$ cat src/rtl/hdf_pkg.sv
package hdf_pkg;
  localparam int MAC_W   = 48;
  localparam int DATA_W  = 16;
  localparam int NWORDS  = MAC_W / DATA_W;
  localparam int NPORTS  = 3;
  localparam int IG_BIT  = MAC_W - 8;

  localparam int BIT_L1   = 0;
  localparam int BIT_L2   = 1;
  localparam int BIT_HOST = 2;

  typedef enum logic [1:0] {
    ING_LINE1 = 2'd0,
    ING_LINE2 = 2'd1,
    ING_HOST  = 2'd2,
    ING_NONE  = 2'd3
  } ingress_e;

  typedef struct packed {
    logic [NWORDS-1:0] wrSel;
    logic [NWORDS-1:0] rdSel;
    logic              frmStb;
    logic [NPORTS-1:0] ingOneHot;
  } ctrlStrobe_t;
endpackage

$ cat src/rtl/hdf_ctrl.sv
module hdf_ctrl
  import hdf_pkg::*;
#(
  parameter int ADDR_W   = 8,
  parameter int BASE_OFF = 'h5A,
  parameter int STRIDE   = 2
) (
  input  logic [ADDR_W-1:0] regAddr,
  input  logic              regWrEn,
  input  logic              frmValid,
  input  logic [1:0]        frmIngress,
  output ctrlStrobe_t       stb
);
  logic [NWORDS-1:0] hitWord;

  for (genvar gi = 0; gi < NWORDS; gi++) begin : g_dec
    localparam logic [ADDR_W-1:0] WORD_OFF = ADDR_W'(BASE_OFF + STRIDE * gi);
    assign hitWord[gi] = (regAddr == WORD_OFF);
  end

  always_comb begin
    stb.rdSel  = hitWord;
    stb.wrSel  = regWrEn ? hitWord : '0;
    stb.frmStb = frmValid;
    stb.ingOneHot = '0;
    case (frmIngress)
      ING_LINE1: stb.ingOneHot[BIT_L1]   = 1'b1;
      ING_LINE2: stb.ingOneHot[BIT_L2]   = 1'b1;
      ING_HOST:  stb.ingOneHot[BIT_HOST] = 1'b1;
      default:   stb.ingOneHot = '0;
    endcase
  end
endmodule

$ cat src/rtl/hdf_datapath.sv
module hdf_datapath
  import hdf_pkg::*;
(
  input  logic              clk,
  input  logic              rst_n,
  input  ctrlStrobe_t       stb,
  input  logic [DATA_W-1:0] regWrData,
  input  logic [MAC_W-1:0]  frmDstAddr,
  output logic [DATA_W-1:0] regRdData,
  output logic              fwdValid,
  output logic [NPORTS-1:0] fwdMask
);
  logic [DATA_W-1:0] addrWord [NWORDS];
  logic [MAC_W-1:0]  hostAddr;

  for (genvar gi = 0; gi < NWORDS; gi++) begin : g_word
    always_ff @(posedge clk) begin
      if (!rst_n)
        addrWord[gi] <= '0;
      else if (stb.wrSel[gi])
        addrWord[gi] <= regWrData;
    end
    assign hostAddr[gi*DATA_W +: DATA_W] = addrWord[gi];

    // a word moves only when its own write strobe is high
    p_word_hold_r3: assert property (@(posedge clk) disable iff (!rst_n)
      !stb.wrSel[gi] |=> $stable(addrWord[gi]));
  end

  always_comb begin
    regRdData = '0;
    for (int i = 0; i < NWORDS; i++)
      if (stb.rdSel[i]) regRdData = regRdData | addrWord[i];
  end

  logic isUni, isProg, isHit, fromLine;
  logic [NPORTS-1:0] otherLine, nextMask;

  assign isUni    = !frmDstAddr[IG_BIT];
  assign isProg   = |hostAddr;
  assign isHit    = isUni && isProg && (frmDstAddr == hostAddr);
  assign fromLine = stb.ingOneHot[BIT_L1] || stb.ingOneHot[BIT_L2];

  always_comb begin
    otherLine = '0;
    if (stb.ingOneHot[BIT_L1]) otherLine[BIT_L2] = 1'b1;
    if (stb.ingOneHot[BIT_L2]) otherLine[BIT_L1] = 1'b1;
    nextMask = '0;
    if (stb.ingOneHot[BIT_HOST]) begin
      nextMask[BIT_L1] = 1'b1;
      nextMask[BIT_L2] = 1'b1;
    end else if (fromLine) begin
      if (!isUni) begin
        nextMask = otherLine;
        nextMask[BIT_HOST] = 1'b1;
      end else if (isHit) begin
        nextMask[BIT_HOST] = 1'b1;
      end else begin
        nextMask = otherLine;
      end
    end
  end

  always_ff @(posedge clk) begin
    if (!rst_n) begin
      fwdValid <= 1'b0;
      fwdMask  <= '0;
    end else begin
      fwdValid <= stb.frmStb;
      fwdMask  <= stb.frmStb ? nextMask : '0;
    end
  end

  p_valid_follows_r5: assert property (@(posedge clk) disable iff (!rst_n)
    stb.frmStb |=> fwdValid);
  p_valid_quiet_r5: assert property (@(posedge clk) disable iff (!rst_n)
    !stb.frmStb |=> !fwdValid);
  p_idle_mask_r12: assert property (@(posedge clk) disable iff (!rst_n)
    !fwdValid |-> (fwdMask == '0));
  p_no_reflect_r11: assert property (@(posedge clk) disable iff (!rst_n)
    fwdValid |-> ((fwdMask & $past(stb.ingOneHot)) == '0));
  p_uni_single_r7: assert property (@(posedge clk) disable iff (!rst_n)
    (fwdValid && $past(isUni && fromLine)) |-> ($countones(fwdMask) == 1));
  p_unprog_r8: assert property (@(posedge clk) disable iff (!rst_n)
    (fwdValid && $past(isUni && hostAddr == '0)) |-> !fwdMask[BIT_HOST]);
  p_unmapped_rd_r4: assert property (@(posedge clk) disable iff (!rst_n)
    (stb.rdSel == '0) |-> (regRdData == '0));
endmodule

$ cat src/rtl/host_dest_filter.sv
module host_dest_filter
  import hdf_pkg::*;
#(
  parameter int ADDR_W   = 8,
  parameter int BASE_OFF = 'h5A,
  parameter int STRIDE   = 2
) (
  input  logic              clk,
  input  logic              rst_n,
  input  logic [ADDR_W-1:0] regAddr,
  input  logic              regWrEn,
  input  logic [15:0]       regWrData,
  output logic [15:0]       regRdData,
  input  logic              frmValid,
  input  logic [47:0]       frmDstAddr,
  input  logic [1:0]        frmIngress,
  output logic              fwdValid,
  output logic [2:0]        fwdMask
);
  ctrlStrobe_t stb;

  hdf_ctrl #(
    .ADDR_W  (ADDR_W),
    .BASE_OFF(BASE_OFF),
    .STRIDE  (STRIDE)
  ) u_ctrl (
    .regAddr   (regAddr),
    .regWrEn   (regWrEn),
    .frmValid  (frmValid),
    .frmIngress(frmIngress),
    .stb       (stb)
  );

  hdf_datapath u_dp (
    .clk       (clk),
    .rst_n     (rst_n),
    .stb       (stb),
    .regWrData (regWrData),
    .frmDstAddr(frmDstAddr),
    .regRdData (regRdData),
    .fwdValid  (fwdValid),
    .fwdMask   (fwdMask)
  );
endmodule

$ cat config.mk
export PLATFORM = sky130hd
export DESIGN_NAME = host_dest_filter
export DESIGN_NICKNAME = d
export VERILOG_FILES = /design/src/rtl/hdf_pkg.sv /design/src/rtl/hdf_ctrl.sv /design/src/rtl/hdf_datapath.sv /design/src/rtl/host_dest_filter.sv
export SDC_FILE = /design/constraint.sdc
export NUM_CORES = 1
export LEC_CHECK = 0
export ABC_CLOCK_PERIOD_IN_PS = 2750
export BUFFER_PORTS_ARGS = -buffer_cell sky130_fd_sc_hd__buf_2
export CAP_MARGIN = 5
export CORE_MARGIN = 4
export CORE_UTILIZATION = 46
export DETAILED_ROUTE_END_ITERATION = 8
export GPL_TIMING_DRIVEN = 1
export PLACE_DENSITY = 0.82
export SLEW_MARGIN = 20
export SYNTH_ARGS = -nofsm -noshare
export SYNTH_HDL_FRONTEND = slang
export SYNTH_SLANG_ARGS = --single-unit
$ cat constraint.sdc
create_clock -name clk -period 2.75 [get_ports clk]
set_clock_uncertainty 0.05 [all_clocks]
set_input_delay 0.55 -clock clk [delete_from_list [all_inputs] [get_ports clk]]
set_output_delay 0.55 -clock clk [all_outputs]
set_load 0.01 [all_outputs]
* Yosys cells after proc, flatten, opt, wreduce, memory -nomap -nowiden *
Memory sizes are Yosys's and may differ from the RTL's.
Cells that the tools add are included.

operators by class
  bitwise operators = 8
  mux-type cells = 27
  multiply operators = 0
  equality and inequality tests = 6
  $add $sub $neg = 0
  div/mod/pow operators = 0
  shift-type cells = 0
  $lt $le $gt $ge = 0
  reduce and logical (&&, ||, !) cells = 8

operators by type and width
  kind                                                              number
  16-bit two-way mux                                                6
  48-bit == test                                                    1
  48-bit OR reduction                                               1
  16-bit OR                                                         2
  8-bit by 7-bit == test with 1-bit output (second input constant)  3
  1-bit two-way mux                                                 16
  2-bit two-way mux                                                 3
  3-bit two-way mux                                                 2
  4-bit OR reduction                                                1
  1-bit inverter                                                    3
  1-bit OR                                                          3
  2-bit by 1-bit == test with 1-bit output (second input constant)  1
  2-bit == test (second input constant)                             1
  1-bit logical AND                                                 2
  2-bit zero test                                                   1
  2-bit AND reduction                                               1
  1-bit zero test                                                   1
  1-bit logical OR                                                  1

storage, ports and cells
  output and inout port bits = 20
  bits of input ports = 78
  bits in latches = 0
  RAM bits = 48
  memories = 1
  register bits after elaboration = 4
  ROM bits = 0
  word-level logic and storage cells = 53

memories
  memory         depth  width  rd ports  clocked after memory_dff  write ports  RTL line            source
  u_dp.addrWord  3      16     3         0                         3            hdf_datapath.sv:13  logic [DATA_W-1:0] addrWord [NWORDS];

* Logic depth before layout (Yosys ltp) *
An unclocked memory read counts as a cell.

  depth in word-level cells = 8
  gate-level depth with buffers = 7
  mapped depth without buffers = 5

* By module *
Synthesis repeated with hierarchy kept, for this count alone.

unflattened totals
  cells, all modules = 253
  area total of the unflattened synthesis = 2884.0 sq um

modules (own cells, without submodules)
  module        sequential area each (sq um)  area an instance (sq um)  cells an instance  times used
  hdf_datapath  1521.5                        2785.2                    236                1
  hdf_ctrl      0.0                           98.8                      17                 1

* Worst setup path after synthesis *
No wires, ideal clock.

  path type = input to register
  from = input port regAddr[1]
  to = memory u_dp.addrWord[1][0] (enable)
  library setup time = 0.414 ns
  required time = 2.286 ns
  slack = -0.044 ns
  stages on the path = 5
  arrival = 2.330 ns
  buffers on the path = 2
  path through = clkbuf_1 -> nor2b_1 -> buf_2 -> inv_1 -> o31ai_1

RTL lines
  item                RTL line                source
  start: declaration  host_dest_filter.sv:10  input logic [ADDR_W-1:0] regAddr,
  end: declaration    hdf_datapath.sv:13

* Worst setup path in the final report *
  from = input port regAddr[2]
  to = output port regRdData[10]

between the ends
  longest elaborated chain between the ends = 6
  elaborated cells between the ends (all ways) = 8
  those cells by class = 3 x eq/ne; 3 x mux; 2 x bitwise

RTL lines
  item                                      RTL line                source
  8-bit by 7-bit == test with 1-bit output  hdf_ctrl.sv:18          assign hitWord[gi] = (regAddr == WORD_OFF);
  16-bit two-way mux                        hdf_datapath.sv:33      if (stb.rdSel[i]) regRdData = regRdData | addrWord[i];
  16-bit OR                                 hdf_datapath.sv:33
  16-bit two-way mux                        hdf_datapath.sv:33
  16-bit OR                                 hdf_datapath.sv:33
  16-bit two-way mux *                      hdf_datapath.sv:33
  end: declaration                          host_dest_filter.sv:13  output logic [15:0] regRdData,

Mark *: on every way between the ends. The rest lies on a longest branch, timed or not.

==> impl_metrics.tcl <==
set metrics [dict create \
    outcome "finished clean" \
    timing.final.crit_share_pct 84.5 \
    path_class "input port to primary output" \
    start_kind "input port" \
    syn2layout_area_growth_pct 23.1 \
    setup_tns_ns 0 \
    hold_viol_final 0 \
    synthesis.area_sq_um 3060 \
    powerDensity_nw_per_um2 437 \
    fp.dieH_um 89.5 \
    wl_per_cell_um 19.3 \
    internal_power_mw 1.21 \
    synth_cells 277 \
    p_sw_share_pct 26.5 \
    timing.rr.start "u_dp.addrWord[0][6]" \
    insertion_delay_ns 0.31 \
    rsz0062_at_grt "false" \
    worstHoldStart "frmDstAddr[40]" \
    grt_pass1_wl_um 13100 \
    crit_start "regAddr[2]" \
    wl_um 8840 \
    cts_tree "done" \
    cp_cell_sequence "buf_2 -> nor2b_1 -> buf_4 -> a22oi_1 -> nor2_1 -> buf_2" \
    dpl.hpwl_um 6760 \
    cp.arrival_ns 1.72 \
    io_pins 98 \
    drive_gt1_share_pct 35.2 \
    worstMarginPinSlew_ns 0.585 \
    coreArea_sq_um 6390 \
    ys_ff_latch 52 \
    fmax_mhz 430 \
    setup_ws_ns 0.426 \
    hp-class "input port to flip-flop" \
    grt_max_degree 21 \
    htreeDepth 2 \
    power.share.combinational_pct 14.5 \
    dr.first_iter.drc_count 316 \
    path_clk_slew_ns 0.10 \
    row_count 29 \
    critPathBufInv 3 \
    cts_made_buffers 5 \
    gp_congestion 0.886 \
    synth_area_leaders "edfxtp_1 (47%), and2_1 (9.8%), xor2_1 (8.0%), mux2_2 (5.5%), xnor2_1 (4.6%)" \
    initial_core_util_pct 47.8 \
    ys_types 34 \
    detail-route-antenna-nets 0 \
    crit_path_end_kind "primary output" \
    ys_seq_area_share_pct 49.8 \
    cp_slowest_cell "buf_2" \
    cts_setup_buffers 0 \
    grt_pass1_vias 2595 \
    clock_sinks 52 \
    worst_ep_required_time_ns 2.15 \
    vias 2669 \
    overflow 0 \
    dp_slack_ns 0.432 \
    drt_pass1_iterations 5 \
    clock_path_buffers 2 \
    ir_drop_v 0.000269 \
    path_delay_family "buffers and inverters" \
    slew_viol_final 0 \
    period_needed_ns 2.32 \
    crit_path_max_fanout 20 \
    max_stage_delay_ns 0.36 \
    p_leak_nw 1.53 \
    power_frac_seq_pct 57.8 \
    cap_violations 0 \
    clockRootBuffer "clkbuf_8" \
    antenna_found_initial 0 \
    cts_hold_buffers 0 \
    syn-mean-instance-area_sq_um 11.0 \
    cts-resized-gates 0 \
    setup_viol 0 \
    pwr-share-clk_pct 27.7 \
    synth_nets 355 \
    synth_warnings 0 \
    synth_top_cell_by_area "edfxtp_1" \
    grt_use_total_pct 22.4 \
    die-area_sq_um 8010 \
    num_antenna_cells 0 \
    synth_top_area_share_pct 47.2 \
    fin_nets 458 \
    die_w_um 89.5 \
    p_sw_mw 0.435 \
    slew_headroom_pct 60.6 \
    via_per_inst 5.83 \
    port_buffers 97 \
    route.detailed.drc 0 \
    crit_top_cell "buf_2" \
]
==> area by class of cell <==
cell class                      count  area, sq um
Fill cell                         527         2630
Timing Repair Buffer              106          553
Multi-Input combinational cell    208         1470
Clock inverter                      2         17.5
Clock buffer                        6         72.6
Inverter                            7         26.3
Tap cell                           77         96.3
Sequential cell                    52         1520
==> registers in the layout (all words and copies together) (netlist names) <==
register       flops
u_dp.addrWord     48
u_dp.fwdValid      1
u_dp.fwdMask       3
==> layer usage <==
metal  wire length (um)  GRT usage, %  vias up
li1                   -             -     1211
met3                708          3.87       27
met2               4530          39.7      149
met1               3370          27.3     1282
met4                223          8.39        0
met5                  0             0        -
==> kinds of logic (layout without fill, tap and decap cells) <==
logic type	Yosys count	in the layout	share of synthesized area, %
mux	15	15	5.53
compound gates	25	25	6.18
flops	52	52	49.8
xor+xnor	44	44	12.6
buf+inv	17	121	2.17
simple gates	124	124	23.7
==> power groups by stage <==
stage,combinational (mW),clock [mW],sequential [mW]
after floorplan,0.128,0,0.949
after global placement,0.230,0,0.963
after detailed placement,0.236,0,0.966
after CTS,0.238,0.455,0.947
after global routing,0.258,0.489,0.954
final,0.238,0.456,0.950
==> cells in the mapped netlist <==
cell type	instances
o2111a_1	1
clkbuf_1	7
mux2_2	15
or4_1	1
nor3_2	1
nor2_1	19
and4bb_2	1
nor3_1	3
nor3b_1	1
o31ai_1	1
buf_1	1
and3_1	2
nand3_1	4
nand2_1	8
nand4_1	8
nand2b_1	3
a21o_1	1
xnor2_1	16
nor2b_1	3
a22oi_1	16
nor4_1	18
o211ai_1	1
xor2_1	28
edfxtp_1	48
o21ai_0	3
nor4_2	2
dfxtp_1	4
inv_1	7
a222oi_1	1
nand2_2	1
o211a_1	1
and2_1	48
buf_2	2
or3_1	1
==> per-stage QoR <==
step / hold WS, ns / power (mW) / cell area [sq um] / utilization (%) / cells
2_1_floorplan: 0.609 / 1.08 / 3060 / - / 277
3_3_place_gp: 0.750 / 1.19 / 3670 / 57.5 / 450
3_5_place_dp: 0.771 / 1.20 / 3670 / 57.5 / 450
4_1_cts: 0.463 / 1.64 / 3760 / 58.9 / 458
5_1_grt: 0.461 / 1.70 / 3760 / 58.9 / 458
6_report: 0.468 / 1.64 / 3760 / 58.9 / 458
==> worst min-delay path, cell delays in order <==
cell and delay [ns]:
buf_2 0.13, nand2_1 0.05, o21ai_0 0.06
==> worst paths after layout <==
kind | depth (start not counted) | endpoint | slack, ns
setup / recovery | 6 | regRdData[10] | 0.43
setup reg to reg | 5 | u_dp.fwdMask[1] | 0.63
hold reg to reg | 5 | u_dp.fwdMask[2] | 0.80
hold / removal | 3 | u_dp.fwdMask[2] | 0.47
==> cell usage in the layout, fill, tap and decap left out, drive strengths merged <==
cell type,synthesis,routed
nand3,4,4
and2,48,48
o2111a,1,1
clkbuf,7,6
or4,1,1
o21ai,3,3
and4bb,1,1
dfxtp,4,4
a21o,1,1
nor3b,1,1
o31ai,1,1
o211ai,1,1
nand4,8,8
o211a,1,1
xor2,28,28
a22oi,16,16
buf,3,106
nand2b,3,3
and3,2,2
a222oi,1,1
xnor2,16,16
or3,1,1
nor2b,3,3
nor3,4,4
nor2,19,19
inv,7,9
edfxtp,48,48
nand2,9,9
mux2,15,15
nor4,20,20
(Power assumes the default switching activity.)
